### config.mk
export PLATFORM = sky130hd
export DESIGN_NAME = quad_dds_core
export DESIGN_NICKNAME = d
export VERILOG_FILES = /design/src/rtl/quad_dds_pkg.sv /design/src/rtl/dds_ctrl.sv /design/src/rtl/dds_channel.sv /design/src/rtl/dds_datapath.sv /design/src/rtl/quad_dds_core.sv
export SDC_FILE = /design/constraint.sdc
export NUM_CORES = 2
export LEC_CHECK = 0
export BUFFER_PORTS_ARGS = -buffer_cell sky130_fd_sc_hd__buf_4
export CORE_MARGIN = 3
export CORE_UTILIZATION = 55
export CTS_CLUSTER_DIAMETER = 80
export DETAILED_ROUTE_END_ITERATION = 7
export PLACE_DENSITY = 0.73
export SETUP_SLACK_MARGIN = 0.02
export SLEW_MARGIN = 20
export SYNTH_ARGS = -nofsm -noshare
export SYNTH_HDL_FRONTEND = slang
export SYNTH_HIERARCHICAL = 1
export SYNTH_SLANG_ARGS = --single-unit
### constraint.sdc
create_clock -name clk -period 11.2 [get_ports clk]
set_input_delay 2.24 -clock clk [delete_from_list [all_inputs] [get_ports clk]]
set_output_delay 2.24 -clock clk [all_outputs]
set_load 0.02 [all_outputs]
### src/rtl/quad_dds_pkg.sv
package quad_dds_pkg;

  // Latency in clock edges from sampled input to output register.
  localparam int FTW_LAT = 4;
  localparam int POW_LAT = 3;
  localparam int AMP_LAT = 1;

  // pi scaled by 2^30, for elaboration-time table construction
  localparam longint PI_Q30 = 64'sd3373259426;

  typedef struct packed {
    logic clear;    // synchronous clear of all state
    logic matched;  // equal-latency selection
    logic primed;   // previous edge was not a reset edge
  } dds_ctl_t;

endpackage

### src/rtl/dds_ctrl.sv
module dds_ctrl
  import quad_dds_pkg::*;
(
  input  logic     clk,
  input  logic     rst,
  input  logic     matchEn,
  output dds_ctl_t ctl
);

  logic primedQ;

  always_ff @(posedge clk) begin
    primedQ <= !rst;
  end

  assign ctl.clear   = rst;
  assign ctl.matched = matchEn;
  assign ctl.primed  = primedQ;

endmodule

### src/rtl/dds_channel.sv
module dds_channel
  import quad_dds_pkg::*;
#(
  parameter int ACC_W   = 32,
  parameter int PHASE_W = 14,
  parameter int AMP_W   = 10,
  parameter int OUT_W   = 10,
  parameter int LUT_AW  = 8
) (
  input  logic               clk,
  input  dds_ctl_t           ctl,
  input  logic [ACC_W-1:0]   ftw,
  input  logic [PHASE_W-1:0] pow,
  input  logic [AMP_W-1:0]   amp,
  output logic [OUT_W-1:0]   sample
);

  localparam int MAG_W    = OUT_W - 1;
  localparam int QTR_N    = 1 << LUT_AW;
  localparam int ROM_BITS = QTR_N * MAG_W;
  localparam int MAX_MAG  = (1 << MAG_W) - 1;
  localparam int LSB_DROP = PHASE_W - 2 - LUT_AW;
  localparam int POW_XTRA = FTW_LAT - POW_LAT;
  localparam int AMP_XTRA = FTW_LAT - AMP_LAT;
  localparam int PROD_W   = OUT_W + AMP_W + 1;
  localparam logic [OUT_W-1:0] MID = OUT_W'(1 << (OUT_W - 1));

  // Quarter-wave cosine magnitudes sampled at half-step offsets,
  // evaluated by fixed-point Taylor series at elaboration.
  function automatic logic [ROM_BITS-1:0] buildRom();
    logic [ROM_BITS-1:0] rom;
    longint th, th2, term, sum, mag;
    rom = '0;
    for (int i = 0; i < QTR_N; i++) begin
      th   = (longint'(2 * i + 1) * PI_Q30) / longint'(4 * QTR_N);
      th2  = (th * th) >>> 30;
      term = 64'sd1 <<< 30;
      sum  = term;
      for (int k = 1; k <= 7; k++) begin
        term = -(((term * th2) >>> 30) / longint'((2 * k - 1) * (2 * k)));
        sum  = sum + term;
      end
      mag = (longint'(MAX_MAG) * sum + (64'sd1 <<< 29)) >>> 30;
      if (mag < 0) mag = 0;
      if (mag > MAX_MAG) mag = MAX_MAG;
      rom[i*MAG_W +: MAG_W] = MAG_W'(mag);
    end
    return rom;
  endfunction

  localparam logic [ROM_BITS-1:0] COS_ROM = buildRom();

  logic [ACC_W-1:0]   acc;
  logic [PHASE_W-1:0] powDly [POW_XTRA];
  logic [AMP_W-1:0]   ampDly [AMP_XTRA];
  logic [PHASE_W-1:0] powSel;
  logic [AMP_W-1:0]   ampSel;
  logic [PHASE_W-1:0] phReg;
  logic signed [OUT_W-1:0] cosQ;

  assign powSel = ctl.matched ? powDly[POW_XTRA-1] : pow;
  assign ampSel = ctl.matched ? ampDly[AMP_XTRA-1] : amp;

  // Stage 1: accumulate, and run the equalising delay lines
  always_ff @(posedge clk) begin
    if (ctl.clear) begin
      acc <= '0;
      for (int i = 0; i < POW_XTRA; i++) powDly[i] <= '0;
      for (int i = 0; i < AMP_XTRA; i++) ampDly[i] <= '0;
    end else begin
      acc       <= acc + ftw;
      powDly[0] <= pow;
      for (int i = 1; i < POW_XTRA; i++) powDly[i] <= powDly[i-1];
      ampDly[0] <= amp;
      for (int i = 1; i < AMP_XTRA; i++) ampDly[i] <= ampDly[i-1];
    end
  end

  // Stage 2: phase offset
  always_ff @(posedge clk) begin
    if (ctl.clear) phReg <= '0;
    else           phReg <= acc[ACC_W-1 -: PHASE_W] + powSel;
  end

  // Stage 3: quarter-wave lookup with quadrant folding
  logic [1:0]        quad;
  logic [LUT_AW-1:0] idx;
  logic [LUT_AW-1:0] addr;
  logic [MAG_W-1:0]  mag;
  logic              negHalf;

  assign quad    = phReg[PHASE_W-1 -: 2];
  assign idx     = phReg[PHASE_W-3 -: LUT_AW];
  assign addr    = quad[0] ? ~idx : idx;
  assign mag     = COS_ROM[addr*MAG_W +: MAG_W];
  assign negHalf = quad[1] ^ quad[0];

  generate
    if (LSB_DROP > 0) begin : g_lsb
      logic unusedPhaseLsb;
      assign unusedPhaseLsb = ^phReg[LSB_DROP-1:0];
    end
  endgenerate

  always_ff @(posedge clk) begin
    if (ctl.clear)    cosQ <= '0;
    else if (negHalf) cosQ <= -$signed({1'b0, mag});
    else              cosQ <= $signed({1'b0, mag});
  end

  // Stage 4: amplitude scale, offset-binary output
  logic signed [PROD_W-1:0] prod;
  logic [OUT_W-1:0]         scaled;
  logic                     unusedProdBits;

  assign prod   = PROD_W'(cosQ) * PROD_W'($signed({1'b0, ampSel}));
  assign scaled = prod[AMP_W +: OUT_W];
  assign unusedProdBits = ^{prod[PROD_W-1], prod[AMP_W-1:0]};

  always_ff @(posedge clk) begin
    if (ctl.clear) sample <= MID;
    else           sample <= {~scaled[OUT_W-1], scaled[OUT_W-2:0]};
  end

  // tuning word range
  a_r3_ftw_range: assert property (@(posedge clk) disable iff (ctl.clear)
    ftw[ACC_W-1] == 1'b0);

  // zero step freezes the phase register
  a_r4_zero_hold: assert property (@(posedge clk) disable iff (ctl.clear)
    (ctl.primed && $past(ftw) == '0) |-> (acc == $past(acc)));

  // negative half-cycle quadrants yield negative amplitude
  a_r5_quad_sign: assert property (@(posedge clk) disable iff (ctl.clear)
    (ctl.primed && ($past(phReg[PHASE_W-1 -: 2]) == 2'd1 ||
                    $past(phReg[PHASE_W-1 -: 2]) == 2'd2)) |-> cosQ[OUT_W-1]);

  // code never reaches zero
  a_r6_code_floor: assert property (@(posedge clk) disable iff (ctl.clear)
    ctl.primed |-> (sample != '0));

  // zero scale on the one-edge path gives midscale
  a_r7_amp_zero_mid: assert property (@(posedge clk) disable iff (ctl.clear)
    (ctl.primed && !$past(ctl.matched) && $past(amp) == '0) |-> (sample == MID));

endmodule

### src/rtl/dds_datapath.sv
module dds_datapath
  import quad_dds_pkg::*;
#(
  parameter int NUM_CH  = 4,
  parameter int ACC_W   = 32,
  parameter int PHASE_W = 14,
  parameter int AMP_W   = 10,
  parameter int OUT_W   = 10,
  parameter int LUT_AW  = 8
) (
  input  logic                      clk,
  input  dds_ctl_t                  ctl,
  input  logic [NUM_CH*ACC_W-1:0]   ftwBus,
  input  logic [NUM_CH*PHASE_W-1:0] powBus,
  input  logic [NUM_CH*AMP_W-1:0]   ampBus,
  output logic [NUM_CH*OUT_W-1:0]   sampleBus
);

  generate
    for (genvar c = 0; c < NUM_CH; c++) begin : g_ch
      dds_channel #(
        .ACC_W(ACC_W), .PHASE_W(PHASE_W), .AMP_W(AMP_W),
        .OUT_W(OUT_W), .LUT_AW(LUT_AW)
      ) u_ch (
        .clk    (clk),
        .ctl    (ctl),
        .ftw    (ftwBus[c*ACC_W +: ACC_W]),
        .pow    (powBus[c*PHASE_W +: PHASE_W]),
        .amp    (ampBus[c*AMP_W +: AMP_W]),
        .sample (sampleBus[c*OUT_W +: OUT_W])
      );
    end
  endgenerate

endmodule

### src/rtl/quad_dds_core.sv
module quad_dds_core
  import quad_dds_pkg::*;
#(
  parameter int NUM_CH  = 4,
  parameter int ACC_W   = 32,
  parameter int PHASE_W = 14,
  parameter int AMP_W   = 10,
  parameter int OUT_W   = 10,
  parameter int LUT_AW  = 8
) (
  input  logic                      clk,
  input  logic                      rst,
  input  logic                      matchEn,
  input  logic [NUM_CH*ACC_W-1:0]   ftwBus,
  input  logic [NUM_CH*PHASE_W-1:0] powBus,
  input  logic [NUM_CH*AMP_W-1:0]   ampBus,
  output logic [NUM_CH*OUT_W-1:0]   sampleBus
);

  dds_ctl_t ctl;

  dds_ctrl u_ctrl (
    .clk     (clk),
    .rst     (rst),
    .matchEn (matchEn),
    .ctl     (ctl)
  );

  dds_datapath #(
    .NUM_CH(NUM_CH), .ACC_W(ACC_W), .PHASE_W(PHASE_W),
    .AMP_W(AMP_W), .OUT_W(OUT_W), .LUT_AW(LUT_AW)
  ) u_dp (
    .clk       (clk),
    .ctl       (ctl),
    .ftwBus    (ftwBus),
    .powBus    (powBus),
    .ampBus    (ampBus),
    .sampleBus (sampleBus)
  );

endmodule

Word level (Yosys, flattened, before mapping) --
Memory sizes are Yosys's and may differ from the RTL's. Cells that the tools add are included.
Word-level totals: flip-flop bits (word level) 264, memory bits (writable) 176, input port bits 227, output and inout port bits 40, logic and storage cells 127, memories kept 8
Memories:
- u_dp.g_ch[0].u_ch.ampDly | depth 3, width 10, read ports 3, clocked after Yosys merged registers in 0, write ports 3, line dds_channel.sv:55 | logic [AMP_W-1:0] ampDly [AMP_XTRA];
- u_dp.g_ch[1].u_ch.ampDly | depth 3, width 10, read ports 3, clocked after Yosys merged registers in 0, write ports 3, line dds_channel.sv:55
- u_dp.g_ch[2].u_ch.ampDly | depth 3, width 10, read ports 3, clocked after Yosys merged registers in 0, write ports 3, line dds_channel.sv:55
- u_dp.g_ch[3].u_ch.ampDly | depth 3, width 10, read ports 3, clocked after Yosys merged registers in 0, write ports 3, line dds_channel.sv:55
- u_dp.g_ch[0].u_ch.powDly | depth 1, width 14, read ports 1, clocked after Yosys merged registers in 0, write ports 1, line dds_channel.sv:54 | logic [PHASE_W-1:0] powDly [POW_XTRA];
- u_dp.g_ch[1].u_ch.powDly | depth 1, width 14, read ports 1, clocked after Yosys merged registers in 0, write ports 1, line dds_channel.sv:54
- 2 more memories
Cells by class: add/sub/neg operators 12, multiply operators 8, shifts and indexed selects 4, muxes and demuxes 39, bitwise gates (word level) 28, reductions and logical operators 8
Operator list (number):
- 2304-bit by 13-bit indexed part select with 9-bit output (first input constant) | 4
- 10-bit 2-to-1 mux | 16
- 32-bit adder | 4
- 14-bit 2-to-1 mux | 8
- 10-bit by 11-bit multiplier with 20-bit output | 4
- 14-bit adder | 4
- 14-bit OR reduction | 4
- 8-bit by 4-bit multiplier with 12-bit output (second input constant) | 4
- 9-bit negator with 10-bit output | 4
- 9-bit 2-to-1 mux | 4
- 8-bit 2-to-1 mux | 4
- 8-bit NOT | 4
- 1-bit OR | 12
- 1-bit NOT | 8
- 2-bit OR reduction | 4
- 1-bit 2-to-1 mux | 7
- 1-bit XOR | 4

Logic depth before layout (Yosys ltp) --
depth in word-level cells 6, mapped depth 25, mapped depth without buffers 22

Modules after synthesis --
The synthesis kept the hierarchy.
Modules (own cells, without submodules):
- dds_channel (u_dp.g_ch[2].u_ch) | instances 1, cells each 1481, area each 12047.8 um^2, seq. area each 2122.0 um^2
- dds_channel (u_dp.g_ch[0].u_ch) | instances 1, cells each 1475, area each 12024.0 um^2, seq. area each 2122.0 um^2
- dds_channel (u_dp.g_ch[1].u_ch) | instances 1, cells each 1441, area each 11997.8 um^2, seq. area each 2122.0 um^2
- dds_channel (u_dp.g_ch[3].u_ch) | instances 1, cells each 1459, area each 11923.9 um^2, seq. area each 2122.0 um^2
- dds_ctrl | instances 1, cells each 5, area each 46.3 um^2, seq. area each 20.0 um^2

Least setup slack after synthesis --
OpenSTA, ideal clock, no wires.
path type in2reg, start point input matchEn, end point register u_dp.g_ch[0].u_ch.sample[9], arrival 7.992 ns, setup slack 3.091 ns, cell stages on the path 24, buffers on the path 3, cell sequence buf_4 buf_2 buf_1 mux2_2 and2_1 fa_1 ha_1 inv_1 fa_1 inv_1 fa_1 inv_1 fa_1 inv_1 ha_1 nor4_1 nand2_1 o2111ai_1 a21oi_1 or3_1 o31a_1 a2111oi_2 xnor2_1 nand2b_1
Between the ends: longest elaborated chain between the ends 3
Ends and longest elaborated chain:
- start, declared | line quad_dds_core.sv:13 | input logic matchEn,
- 10-bit 2-to-1 mux | line dds_channel.sv:62 | assign ampSel = ctl.matched ? ampDly[AMP_XTRA-1] : amp;
- 10-bit by 11-bit multiplier with 20-bit output | line dds_channel.sv:116 | assign prod = PROD_W'(cosQ) * PROD_W'($signed({1'b0, ampSel}));
- 1-bit NOT | line dds_channel.sv:122 | else sample <= {~scaled[OUT_W-1], scaled[OUT_W-2:0]};
- end signal, assigned | line dds_channel.sv:122
- end, declared | line dds_channel.sv:15 | output logic [OUT_W-1:0] sample
No other way between the ends. A chain may end at the register's enable or synchronous reset.

Final worst setup path --
start point input matchEn, end point register u_dp.g_ch[1].u_ch.sample[8]
Between the ends: longest elaborated chain between the ends 2
Ends and longest elaborated chain (line):
- 10-bit 2-to-1 mux | dds_channel.sv:62
- 10-bit by 11-bit multiplier with 20-bit output | dds_channel.sv:116
- end signal, assigned | dds_channel.sv:122
- end, declared | dds_channel.sv:15
No other way between the ends.

==> flow_summary.yaml <==
floorplanning:
  coreArea_sq_um: 85800
  ios: 267
  die_height_microns: 301
  site_row_count: 107
  floorplan.initialDensity_pct: 55.9
  dieArea_sq_um: 90900
  die_w_microns: 301
layout:
  area_of_combinational_cells_with_multiple_inputs_sq_um: 36100
  final-seq-area_sq_um: 8510
  num-fill-cells: 7729
  drive_gt1_share_pct: 11.7
  design_area_sq_um: 51900
  synthToLayoutAreaGrowth_pct: 8.08
  design.final.nets: 6814
power_and_ir_drop:
  powerDensity_nw_per_um2: 347
  maximum_resistive_drop_on_vdd_mv: 0.233
  totalPowerFinal_uw: 18000
  total_leakage_power_uw: 0.0232
timing:
  setup_repair_after_global_routing_missed_its_margin: "false"
  finalHoldViolations: 0
  finalWorstPathRequiredPeriod_ns: 8.25
  worstMarginPinSlew_ns: 1.18
  sum_neg_setup_slack_ns: 0
  timing.final.crit_share_pct: 73.7
  timing.final.max_slew_violations: 0
  finClkSkew_ns: 0.0169
  max-slew-margin-rel_pct: 21.2
  maxClockFrequency_mhz: 121
  setup_slack_ns: 2.95
  setup_viol_count_final: 0
critical_path:
  critPathLaunch: "matchEn"
  critPathMaxFanout: 44
  timing.setup.critical_path_class: "input port to register"
  worst_setup_path_end_kind: "register"
  ff2ff_setup_slack_ns: 5.23
  critPathMaxStageDelay_ns: 0.62
  worst_setup_path_endpoint: "u_dp/g_ch[1].u_ch/sample[8]"
  worst-endpoint-arrival_ns: 8.74
  reg2reg_to: "u_dp/g_ch[0].u_ch/sample[9]"
  slowest_stage: "buf_4"
  worst-endpoint-required_ns: 11.69
  reg2reg_from: "u_dp/g_ch[0].u_ch/ampDly[0][25]"
  startpoint_type: "input port"
  cp_cell_sequence: "buf_4 -> buf_4 -> mux2_2 -> nand2_1 -> fa_1 -> inv_1 -> fa_1 -> inv_1 -> fa_1 -> inv_1 -> fa_1 -> inv_1 -> fa_1 -> inv_1 -> ha_1 -> nor4_1 -> a311o_1 -> a21oi_2 -> nor2_1 -> a21oi_4 -> a21o_2 -> a211oi_1 -> a2111oi_2"
  reg2reg_depth: 22
yosys:
  syn-instance-count: 5858
  ys.warnings.count: 6
  synth.avg_cell_area_sq_um: 8.20
  netlist_area_before_placement_sq_um: 48000
  mappedNetlistNets: 6802
route:
  post_drt_wl_per_cell_microns: 21.5
  drt_drc_violations_left: 0
  wirelength_microns: 152000
  drt_first_pass_iters: 8
  ant_nets: 0
  drt-initial-drc-count: 4576
  via_count_normalized_by_instance_count: 6.28
  via_count: 44400
placement:
  half_perimeter_wire_length_after_detailed_placement_microns: 113000
  portBuffers: 266
  place_area_sq_um: 50000
  gpl.final_weighted_congestion: 0.993
  post-place-ws_ns: 2.30
clock_tree:
  cts_hold_repair.buffers: 0
  cts_num_sinks: 424
  ctsResizeCount: 0
  clk-insertion-delay-late_ns: 0.63
  cts_post_setup_buffers_inserted: 0
  tritoncts_clock_tree: "done"
  cts-root-to-sink-buffers: 3
  cts_buffers: 53
  cts_root_buffer: "clkbuf_16"
  ctsHtreeMaxLevel: 2
  clk_pin_slew_worst_paths_ns: 0.06
grt:
  grt_antenna_before_repair: 8
  total_track_usage_pct: 32.5
  grt.overflow.total: 0
  via_count_of_the_first_global_routing_pass: 42500
  first_pass_grt_wire_length_microns: 238000
  grt_max_degree: 213
outcome:
  outcome: "completed"
min_path:
  hold_class: "register to register"
job:
  drv_cap: 0
[placed cells by master, fill, tap and decap left out, types with 106 or more instances in the layout]
| master | count |
|---|---|
| mux2_2 | 106 |
| fa_1 | 256 |
| xnor2_1 | 137 |
| a21oi_1 | 352 |
| and2_1 | 214 |
| xor2_1 | 110 |
| nand2b_1 | 128 |
| buf_4 | 321 |
| nor2b_1 | 313 |
| ha_1 | 461 |
| nand2_1 | 413 |
| dfxtp_1 | 408 |
| inv_1 | 387 |
| nor2_1 | 460 |
| o21ai_0 | 230 |
| nor3_1 | 136 |
[sequential cells by signal, summed over array words and instances (netlist names)]
| name | count |
|---|---|
| u_dp/g_ch.u_ch/phReg | 40 |
| u_dp/g_ch.u_ch/ampDly | 120 |
| u_dp/g_ch.u_ch/sample | 40 |
| u_dp/g_ch.u_ch/powDly | 56 |
| u_dp/g_ch.u_ch/cosQ | 40 |
| u_dp/g_ch.u_ch/acc | 128 |
[per-layer routing]
metal	vias to the layer above	wire [microns]	part of all wire, %	track usage, %
li1	20700	-	-	-
met1	21100	64100	42	43.6
met2	2085	68000	45	51.4
met3	476	12800	8.4	5.56
met4	2	7020	4.6	13.8
met5	-	13	0.0086	0
[report_power, final]
part           switching [uW]  leakage [uW]  total [uW]  internal [uW]
Combinational            8630        0.0188       13800           5130
Sequential                490       0.00352        2440           1950
Clock                     734      0.000909        1820           1080
Total                    9850        0.0232       18000           8160
[worst max-delay path, delay by kind of cell]
family,cells,cell delay (ns)
buf+inv,7,1.42
simple gates,3,0.64
compound gates,6,1.12
fa+ha+maj,6,2.76
mux,1,0.44
[how the worst min path moves through the flow]
stage	to	startpoint	cells after the start	slack, ns
3_5_place_dp	u_dp/g_ch[2].u_ch/ampDly[0][12]	u_dp/g_ch[2].u_ch/ampDly[0][2]	1	0.42
5_1_grt	u_dp/g_ch[2].u_ch/ampDly[0][18]	u_dp/g_ch[2].u_ch/ampDly[0][8]	1	0.45
3_3_place_gp	u_dp/g_ch[0].u_ch/ampDly[0][16]	u_dp/g_ch[0].u_ch/ampDly[0][6]	1	0.42
2_1_floorplan	u_dp/g_ch[0].u_ch/ampDly[0][10]	u_dp/g_ch[0].u_ch/ampDly[0][0]	1	0.41
6_report	u_dp/g_ch[1].u_ch/ampDly[0][19]	u_dp/g_ch[1].u_ch/ampDly[0][9]	1	0.43
4_1_cts	u_dp/g_ch[1].u_ch/ampDly[0][19]	u_dp/g_ch[1].u_ch/ampDly[0][9]	1	0.44
[area by class of cell]
class	instances	share of cell area (%)
repair buffers	323	4.71
diodes	6	0.0289
multi-input cells	4660	69.5
well taps	1144	2.76
clock inverters	29	0.687
inverters	408	2.95
clock buffers	69	2.92
flip-flops and latches	424	16.4
[metrics by stage]
stage / hold WS (ns) / utilization, % / cells
6_report: 0.434 / 60.5 / 7063
5_1_grt: 0.449 / 60.5 / 7061
4_1_cts: 0.436 / 60.4 / 7057
3_5_place_dp: 0.423 / 58.3 / 6959
3_3_place_gp: 0.416 / 58.3 / 6959
2_1_floorplan: 0.414 / - / 5858
(Power assumes the default switching activity.)
